File: src/rtl/tbk_pkg.sv
package tbk_pkg;
  localparam int STATES = 4;
  localparam int SW     = 2;
  localparam int COL_W  = STATES * SW;

  typedef logic [SW-1:0] state_t;

  typedef struct packed {
    logic wrEn;
    logic loadStart;
    logic step;
    logic push;
    logic pop;
  } tbStrobe_t;

  typedef enum logic [1:0] {
    PH_IDLE  = 2'd0,
    PH_TRACE = 2'd1,
    PH_DRAIN = 2'd2
  } phase_t;
endpackage

File: src/rtl/tbk_ctrl.sv
module tbk_ctrl
  import tbk_pkg::*;
#(
  parameter int MERGE_L  = 15,
  parameter int DECODE_D = 8
) (
  input  logic                                         clk,
  input  logic                                         rst,
  input  logic                                         inValid,
  output tbStrobe_t                                    strb,
  output logic [$clog2(MERGE_L+2*DECODE_D)-1:0]        wrAddr,
  output logic [$clog2(MERGE_L+2*DECODE_D)-1:0]        rdAddr,
  output logic                                         outValid
);
  localparam int DEPTH  = MERGE_L + 2*DECODE_D;
  localparam int ADDR_W = $clog2(DEPTH);
  localparam int RUN    = MERGE_L + DECODE_D;
  localparam int RUN_W  = $clog2(RUN + 1);

  logic [ADDR_W-1:0] wrPtr, rdPtr;
  logic [RUN_W-1:0]  untilTrig, stepCnt;
  phase_t            phase;
  logic              trig;

  assign trig = inValid && (untilTrig == '0);

  always_ff @(posedge clk) begin
    if (rst) begin
      wrPtr     <= '0;
      rdPtr     <= '0;
      untilTrig <= RUN_W'(RUN - 1);
      stepCnt   <= '0;
      phase     <= PH_IDLE;
    end else begin
      if (inValid) begin
        wrPtr     <= (wrPtr == ADDR_W'(DEPTH - 1)) ? '0 : wrPtr + 1'b1;
        untilTrig <= (untilTrig == '0) ? RUN_W'(DECODE_D - 1) : untilTrig - 1'b1;
      end
      case (phase)
        PH_IDLE: begin
          if (trig) begin
            phase   <= PH_TRACE;
            stepCnt <= '0;
            rdPtr   <= wrPtr;
          end
        end
        PH_TRACE: begin
          rdPtr <= (rdPtr == '0) ? ADDR_W'(DEPTH - 1) : rdPtr - 1'b1;
          if (stepCnt == RUN_W'(RUN - 1)) begin
            phase   <= PH_DRAIN;
            stepCnt <= '0;
          end else begin
            stepCnt <= stepCnt + 1'b1;
          end
        end
        PH_DRAIN: begin
          if (stepCnt == RUN_W'(DECODE_D - 1)) begin
            phase   <= PH_IDLE;
            stepCnt <= '0;
          end else begin
            stepCnt <= stepCnt + 1'b1;
          end
        end
        default: phase <= PH_IDLE;
      endcase
    end
  end

  always_comb begin
    strb.wrEn      = inValid;
    strb.loadStart = trig && (phase == PH_IDLE);
    strb.step      = (phase == PH_TRACE);
    strb.push      = (phase == PH_TRACE) && (stepCnt >= RUN_W'(MERGE_L));
    strb.pop       = (phase == PH_DRAIN);
  end

  assign wrAddr   = wrPtr;
  assign rdAddr   = rdPtr;
  assign outValid = (phase == PH_DRAIN);

  // Checker-only count of columns written since reset, saturating at RUN.
  logic [RUN_W-1:0] seenCnt;
  always_ff @(posedge clk) begin
    if (rst) seenCnt <= '0;
    else if (inValid && seenCnt != RUN_W'(RUN)) seenCnt <= seenCnt + 1'b1;
  end

  // producer pacing keeps triggers away from a busy walk
  p_pacing_r9: assert property (@(posedge clk) disable iff (rst)
    trig |-> (phase == PH_IDLE));

  // no output before the priming count
  p_quiet_until_primed_r3: assert property (@(posedge clk) disable iff (rst)
    outValid |-> (seenCnt == RUN_W'(RUN)));

  // walk starts on the column stored at the trigger edge
  p_start_newest_r5: assert property (@(posedge clk) disable iff (rst)
    strb.loadStart |=> (rdAddr == $past(wrAddr)));
endmodule

File: src/rtl/tbk_path.sv
module tbk_path
  import tbk_pkg::*;
#(
  parameter int MERGE_L  = 15,
  parameter int DECODE_D = 8
) (
  input  logic                                         clk,
  input  logic                                         rst,
  input  tbStrobe_t                                    strb,
  input  logic [$clog2(MERGE_L+2*DECODE_D)-1:0]        wrAddr,
  input  logic [$clog2(MERGE_L+2*DECODE_D)-1:0]        rdAddr,
  input  logic [COL_W-1:0]                             decIn,
  output state_t                                       outPair
);
  localparam int DEPTH = MERGE_L + 2*DECODE_D;
  localparam int SP_W  = $clog2(DECODE_D + 1);
  localparam int IDX_W = (DECODE_D > 1) ? $clog2(DECODE_D) : 1;

  logic [COL_W-1:0] colMem [DEPTH];
  logic [COL_W-1:0] rdCol;
  state_t           fld [STATES];
  state_t           traceState, pred;
  state_t           lifo [DECODE_D];
  logic [SP_W-1:0]  sp;
  logic [IDX_W-1:0] topIdx;

  always_ff @(posedge clk) begin
    if (strb.wrEn) colMem[wrAddr] <= decIn;
  end

  assign rdCol = colMem[rdAddr];

  for (genvar g = 0; g < STATES; g++) begin : g_field
    assign fld[g] = rdCol[g*SW +: SW];
  end

  assign pred = fld[traceState];

  always_ff @(posedge clk) begin
    if (rst)                 traceState <= '0;
    else if (strb.loadStart) traceState <= '0;
    else if (strb.step)      traceState <= pred;
  end

  always_ff @(posedge clk) begin
    if (rst) begin
      sp <= '0;
    end else if (strb.push) begin
      lifo[sp[IDX_W-1:0]] <= traceState;
      sp <= sp + 1'b1;
    end else if (strb.pop) begin
      sp <= sp - 1'b1;
    end
  end

  assign topIdx  = (sp == '0) ? '0 : IDX_W'(sp - 1'b1);
  assign outPair = lifo[topIdx];

  // stack bounds and burst closure
  p_lifo_no_overflow_r8: assert property (@(posedge clk) disable iff (rst)
    strb.push |-> (sp < SP_W'(DECODE_D)));
  p_lifo_no_underflow_r8: assert property (@(posedge clk) disable iff (rst)
    strb.pop |-> (sp != '0));
  p_one_direction_r8: assert property (@(posedge clk) disable iff (rst)
    !(strb.push && strb.pop));
  p_drained_r8: assert property (@(posedge clk) disable iff (rst)
    $fell(strb.pop) |-> (sp == '0));
  // walk begins from state 0
  p_start_zero_r5: assert property (@(posedge clk) disable iff (rst)
    strb.loadStart |=> (traceState == '0));
endmodule

File: src/rtl/tbk_survivor_mem.sv
module tbk_survivor_mem
  import tbk_pkg::*;
#(
  parameter int MERGE_L  = 15,
  parameter int DECODE_D = 8
) (
  input  logic       clk,
  input  logic       rst,
  input  logic       inValid,
  input  logic [7:0] decIn,
  output logic       outValid,
  output logic [1:0] outPair
);
  localparam int ADDR_W = $clog2(MERGE_L + 2*DECODE_D);

  tbStrobe_t         strb;
  logic [ADDR_W-1:0] wrAddr, rdAddr;

  tbk_ctrl #(.MERGE_L(MERGE_L), .DECODE_D(DECODE_D)) u_ctrl (
    .clk      (clk),
    .rst      (rst),
    .inValid  (inValid),
    .strb     (strb),
    .wrAddr   (wrAddr),
    .rdAddr   (rdAddr),
    .outValid (outValid)
  );

  tbk_path #(.MERGE_L(MERGE_L), .DECODE_D(DECODE_D)) u_path (
    .clk     (clk),
    .rst     (rst),
    .strb    (strb),
    .wrAddr  (wrAddr),
    .rdAddr  (rdAddr),
    .decIn   (decIn),
    .outPair (outPair)
  );
endmodule

File: config.mk
export PLATFORM = sky130hd
export DESIGN_NAME = tbk_survivor_mem
export DESIGN_NICKNAME = d
export VERILOG_FILES = /design/src/rtl/tbk_pkg.sv /design/src/rtl/tbk_ctrl.sv /design/src/rtl/tbk_path.sv /design/src/rtl/tbk_survivor_mem.sv
export SDC_FILE = /design/constraint.sdc
export NUM_CORES = 1
export LEC_CHECK = 0
export ABC_AREA = 1
export BUFFER_PORTS_ARGS = -buffer_cell sky130_fd_sc_hd__buf_2
export CORE_MARGIN = 2
export CORE_UTILIZATION = 45
export CTS_CLUSTER_SIZE = 28
export DETAILED_ROUTE_END_ITERATION = 10
export GPL_ROUTABILITY_DRIVEN = 0
export GPL_TIMING_DRIVEN = 0
export PLACE_DENSITY = 0.62
export SLEW_MARGIN = 5
export SYNTH_ARGS = -nofsm -noshare
export SYNTH_HDL_FRONTEND = slang
export SYNTH_SLANG_ARGS = --single-unit
File: constraint.sdc
create_clock -name clk -period 4.2 [get_ports clk]
set_input_delay 0.84 -clock clk [delete_from_list [all_inputs] [get_ports clk]]
set_output_delay 0.84 -clock clk [all_outputs]
set_load 0.01 [all_outputs]
==> flow_summary.json, run 1 <==
{
  "wl_met3_um": 3440,
  "rsz0062_at_grt": "no",
  "synth.cell_area_um2": 12500,
  "antenna_found_initial": 0,
  "core_region_area_um2": 27600,
  "finalClockSkew_ns": 0.0249,
  "place_area_um2": 13100,
  "final_cell_mix": "nand2_1, edfxtp_1, nand3_1",
  "grt-ovfl-total": 0,
  "grt_max_degree": 32,
  "cts_hold_repair.buffers": 0,
  "grt_pass1_vias": 8525,
  "drive_above_1_share_pct": 8.61,
  "cap_violations": 0,
  "min_path_type": "register to register",
  "cts_sinks": 297,
  "vdd_drop_max_mv": 0.350,
  "dieArea_um2": 29200,
  "wire_per_inst_um": 22.4,
  "dpl.hpwl_um": 22800,
  "detail-route-antenna-nets": 0,
  "netlist_instances": 1153,
  "wl_met2_um": 16000,
  "cts.htree.levels": 1,
  "clk_path_buf_depth": 3,
  "ctsResizeCount": 0,
  "ys_warn_count": 0,
  "end_kind": "output port",
  "design_area_um2": 14000,
  "diodes": 0,
  "multi_input_area_um2": 3420,
  "clk-insertion-delay-late_ns": 0.57,
  "cp-start-kind": "register",
  "drcViolationCount": 0,
  "grt_pass1_wl_um": 52400,
  "synthDistinctLibCells": 35,
  "fin_crit_ns": 3.75,
  "synth_area_leaders": "edfxtp_1, nand2_1, nand3_1, dfxtp_1, nor2_1",
  "ys_ff_latch": 297,
  "setup_tns_ns": 0,
  "finalHoldViolations": 0,
  "ff_latch_area_um2": 8590,
  "cts_inserted_buffers": 30,
  "ys_seq_area_share_pct": 68.6,
  "place_ws_ns": 1.04,
  "max_freq_mhz": 267,
  "start_util_pct": 45.4,
  "mostFrequentLayoutCell": "nand2_1",
  "vias": 8982,
  "required_ns": 3.36,
  "fillers": 2459,
  "crit_type": "register to output port",
  "yosysTopAreaCell": "edfxtp_1",
  "firstDrtPassIters": 5,
  "num_rows": 61,
  "syn_area_per_cell_um2": 10.9,
  "cp_max_fo": 10,
  "wl_met1_um": 14700,
  "power_leakage_nw": 5.04,
  "tritoncts": "built",
  "root_buffer": "clkbuf_16",
  "fp.dieW_um": 171,
  "die_h_um": 171,
  "max_slew.worst_pin.slew_ns": 0.956,
  "status": "completed",
  "fin_crit_sh_pct": 89.3,
  "finalNetCount": 1224,
  "p_per_area_nw_per_um2": 626,
  "synth_top_area_share_pct": 63.3,
  "layout_setup_ws_ns": 0.448,
  "drt-initial-drc-count": 1074,
  "port_buffers": 12,
  "path_clk_slew_ns": 0.06,
  "routed.top_layer": "met4",
  "post-cts-setup-buffer-count": 0,
  "drt-total-wl_um": 35800,
  "avgViaCountPerCell": 5.62,
  "setup_viol": 0,
  "area_growth_pct": 11.7,
  "track_usage_pct": 25.0,
  "drv_slew": 0,
  "syn_nets": 1180,
  "ios": 14,
  "worstPathArrival_ns": 2.91,
  "slew-limit-headroom_pct": 36.0
}
==> routing by layer <==
layer | track usage (%) | vias to the layer above
met5 | 0 | -
met4 | 11.6 | 0
met3 | 3.91 | 103
met2 | 39.1 | 514
met1 | 34.5 | 4285
li1 | - | 4080
==> cell families (layout without fill, tap and decap cells) <==
kind of cell	Yosys count	count (layout)	synth area share, %
xor gates and xnor gates	5	5	0.350
and+or+nand+nor	625	625	20.9
DFF	297	297	68.6
adders and majority gates	16	16	1.60
buffers and inverters	116	182	4.15
AOI/OAI and AO/OA	94	94	4.37
==> power breakdown <==
group	switching [W]	leakage [nW]	internal, W
logic	0.00205	1.94	0.000781
registers	0.0000716	2.65	0.00331
clock network	0.00109	0.451	0.00145
==> synth_stat cells <==
| cell type | instances |
|---|---|
| a2111oi_0 | 1 |
| a211oi_1 | 5 |
| a21oi_1 | 17 |
| a31oi_1 | 5 |
| buf_1 | 3 |
| buf_2 | 31 |
| buf_4 | 8 |
| buf_6 | 2 |
| clkbuf_1 | 17 |
| clkinv_1 | 2 |
| dfxtp_1 | 33 |
| edfxtp_1 | 264 |
| ha_1 | 16 |
| inv_1 | 48 |
| inv_2 | 5 |
| nand2_1 | 311 |
| nand2_2 | 2 |
| nand3_1 | 190 |
| nand3b_1 | 1 |
| nor2_1 | 108 |
| nor2_2 | 1 |
| nor2_4 | 1 |
| nor3_1 | 6 |
| nor4_1 | 1 |
| o211ai_1 | 13 |
| o21a_1 | 2 |
| o21ai_0 | 43 |
| o21ai_1 | 1 |
| o221ai_1 | 1 |
| o22ai_1 | 4 |
| o32ai_1 | 2 |
| or2_1 | 1 |
| or2_2 | 3 |
| xnor2_1 | 2 |
| xor2_1 | 3 |
==> per-stage QoR <==
| stage | hold slack, ns | power, W | cells | utilization (%) |
|---|---|---|---|---|
| floorplan | 0.423 | 0.00512 | 1153 | - |
| global placement | 0.458 | 0.00614 | 1543 | 47.4 |
| detailed placement | 0.457 | 0.00619 | 1543 | 47.4 |
| CTS | 0.469 | 0.00869 | 1597 | 50.7 |
| global route | 0.483 | 0.00909 | 1597 | 50.7 |
| finish | 0.474 | 0.00876 | 1597 | 50.7 |
==> final cells by class <==
cell class	instances	share of cell area [%]
multi-input combinational	740	24.4
clock buffer	41	5.74
clock inverter	13	0.859
timing repair buffer	12	0.430
tap	378	3.38
sequential	297	61.4
buffer	61	2.24
inverter	55	1.48
==> critical path: stages, from the launching register on <==
cell and delay (ns):
dfxtp_1 0.39, clkinv_1 0.27, ha_1 0.32, nand2_1 0.07
inv_1 0.05, nor2_1 0.33, inv_1 0.26, o211ai_1 0.26
a21oi_1 0.12, a31oi_1 0.15, buf_2 0.14
==> final timing paths <==
| check | startpoint | endpoint | slack (ns) | cells past startpoint |
|---|---|---|---|---|
| worst max-delay path | u_path.sp[0]$_SDFFE_PP0P_ | outPair[0] | 0.45 | 10 |
| worst min register to register | u_ctrl.untilTrig[0]$_SDFFE_PP0P_ | u_ctrl.untilTrig[0]$_SDFFE_PP0P_ | 0.47 | 1 |
| worst max register to register | register | u_path.traceState[1]$_SDFFE_PP0P_ | 1.87 | 11 |
| worst min-delay path | u_ctrl.untilTrig[0]$_SDFFE_PP0P_ | u_ctrl.untilTrig[0]$_SDFFE_PP0P_ | 0.47 | 1 |
==> registers in the layout (all words and copies together) (netlist names), named ones only <==
name	count
u_path.colMem	248
u_path.lifo	16
u_ctrl.rdAddr	5
u_ctrl.stepCnt	5
u_ctrl.untilTrig	5
u_ctrl.wrAddr	5
u_path.sp	4
u_ctrl.phase	2
u_path.traceState	2
(Power assumes the default switching activity.)
==> run 2, diff against run 1 <==
Settings changed: CORE_ASPECT_RATIO from default to 0.5.
==> run 2 against run 1 <==
Clock skew down 0.017 ns. Sequential share of layout area shrank 0.32 points. Fmax is essentially flat. Count of clock-buffer cells in the layout is 9 lower. Critical endpoint unchanged. Highest routed layer unchanged.
==> flow_summary.json, run 2 (synthesis results as in run 1) <==
{
  "largest_reg_flops": 248,
  "r2r_slack_ns": 1.85,
  "drive_above_1_share_pct": 8.95,
  "p_seq_share_pct": 37.9,
  "dpl.hpwl_um": 22900,
  "drv_slew": 0,
  "track_usage_pct": 25.2,
  "layout_setup_ws_ns": 0.451,
  "dp.cells": 1548,
  "area_growth_pct": 12.2,
  "cts_sinks": 297,
  "cpMaxStageDelayCell": "dfxtp_1",
  "place_ws_ns": 1.09,
  "ctsResizeCount": 0,
  "drt-total-wl_um": 36100,
  "internal-power_w": 0.00572,
  "antenna_found_initial": 0,
  "max_stage_delay_ns": 0.39,
  "grt_pass1_wl_um": 53200,
  "tritoncts": "built",
  "p_per_area_nw_per_um2": 636,
  "ios": 14,
  "finalClockSkew_ns": 0.00778,
  "status": "completed",
  "p_sw_share_pct": 36.1,
  "grt-ovfl-total": 0,
  "finalNetCount": 1223,
  "critPathLaunch": "u_path.sp[0]$_SDFFE_PP0P_",
  "post-cts-setup-buffer-count": 0,
  "min_path_type": "register to register",
  "finalHoldViolations": 0,
  "cp_max_fo": 10,
  "crit_type": "register to output port",
  "clk-insertion-delay-late_ns": 0.55,
  "setup_tns_ns": 0,
  "port_buffers": 12,
  "drt-initial-drc-count": 1239,
  "setup_viol": 0,
  "max_freq_mhz": 267,
  "slew-limit-headroom_pct": 36.6,
  "die_h_um": 122,
  "clkPwrFrac_pct": 30.5,
  "fin_crit_sh_pct": 89.3,
  "rsz0062_at_grt": "no",
  "crit_chain": "clkinv_1, ha_1, nand2_1, inv_1, nor2_1, inv_1, o211ai_1, a21oi_1, a31oi_1, buf_2",
  "mostFrequentLayoutCell": "nand2_1",
  "cts.htree.levels": 1,
  "final_cells": 1600,
  "grt_max_degree": 32,
  "worstPathArrival_ns": 2.91,
  "fin_crit_ns": 3.75,
  "cp_num_buf_inv": 4,
  "final_cell_mix": "nand2_1, edfxtp_1, nand3_1",
  "avgViaCountPerCell": 5.66,
  "cp-start-kind": "register",
  "detail-route-antenna-nets": 0,
  "core_region_area_um2": 27500,
  "p_switching_w": 0.00323,
  "cts_hold_repair.buffers": 0,
  "crit_path_frequent_cell": "inv_1",
  "drcViolationCount": 0,
  "p_comb_share_pct": 31.6,
  "vias": 9054,
  "max_slew.worst_pin.slew_ns": 0.947,
  "required_ns": 3.36,
  "cp_top_family": "buffers and inverters",
  "grt_pass1_vias": 8470,
  "end_kind": "output port",
  "cts_inserted_buffers": 28,
  "largest_register": "u_path.colMem",
  "wire_per_inst_um": 22.6,
  "dieArea_um2": 29300,
  "power_leakage_nw": 5.08,
  "vdd_drop_max_mv": 0.387,
  "root_buffer": "clkbuf_16",
  "clk_path_buf_depth": 3,
  "firstDrtPassIters": 7,
  "fp.dieW_um": 240,
  "min_from": "u_path.sp[3]$_SDFFE_PP0P_",
  "path_clk_slew_ns": 0.07,
  "cap_violations": 0,
  "start_util_pct": 45.5,
  "diodes": 0,
  "num_rows": 43
}
run 2: cell types whose count changed in the layout (fill, tap and decap cells not counted), sizes merged:
| cell | change |
|---|---|
| buf | +1 |
| bufinv | +4 |
| clkbuf | -9 |
| clkinv | +3 |
run 2: per-stage QoR:
step                      hold slack, ns  cell area (µm²)  total power, W  util, %
after floorplan                    0.423            12500         0.00512        -
after global placement             0.447            13100         0.00614     47.4
after detailed placement           0.448            13100         0.00619     47.5
after CTS                          0.459            14100         0.00886     51.0
after global routing               0.500            14100         0.00930     51.0
final                              0.457            14100         0.00894     51.0
run 2: power by group through the flow:
stage / Clock [W] / Sequential (W) / Combinational (W)
global placement: 0 / 0.00345 / 0.00269
detailed placement: 0 / 0.00345 / 0.00273
CTS: 0.00273 / 0.00339 / 0.00274
finish: 0.00273 / 0.00339 / 0.00283
global route: 0.00286 / 0.00340 / 0.00305
floorplan: 0 / 0.00342 / 0.00170
run 2: cell type report:
class	count	area, µm²
inverter	55	206
clock inverter	20	245
sequential	297	8590
tap	382	478
fill	2459	13500
buffer	61	313
clock buffer	32	737
multi-input combinational	740	3420
timing repair buffer	13	67.6
run 2: routing by layer:
layer	up-vias	global-route usage, %	routed length (µm)	share of wire, %
li1	4084	-	-	-
met1	4356	36.8	15500	43
met2	528	38.3	15600	43
met3	86	4.65	3740	10
met4	0	8.23	1240	3.4
met5	-	0	0	0
run 2: final timing paths:
kind / depth (start not counted) / endpoint
max: 10 / outPair[0]
min: 1 / u_path.sp[3]$_SDFFE_PP0P_
max reg2reg: 11 / u_path.traceState[0]$_SDFFE_PP0P_
min reg2reg: 1 / u_path.sp[3]$_SDFFE_PP0P_
run 2: worst reg2reg max path, delay by kind of cell, from the launching register on:
kind	cells	cell delay [ns]
buffers and inverters	2	0.88
flip-flops	1	0.31
AND/OR/NAND/NOR	9	1.05
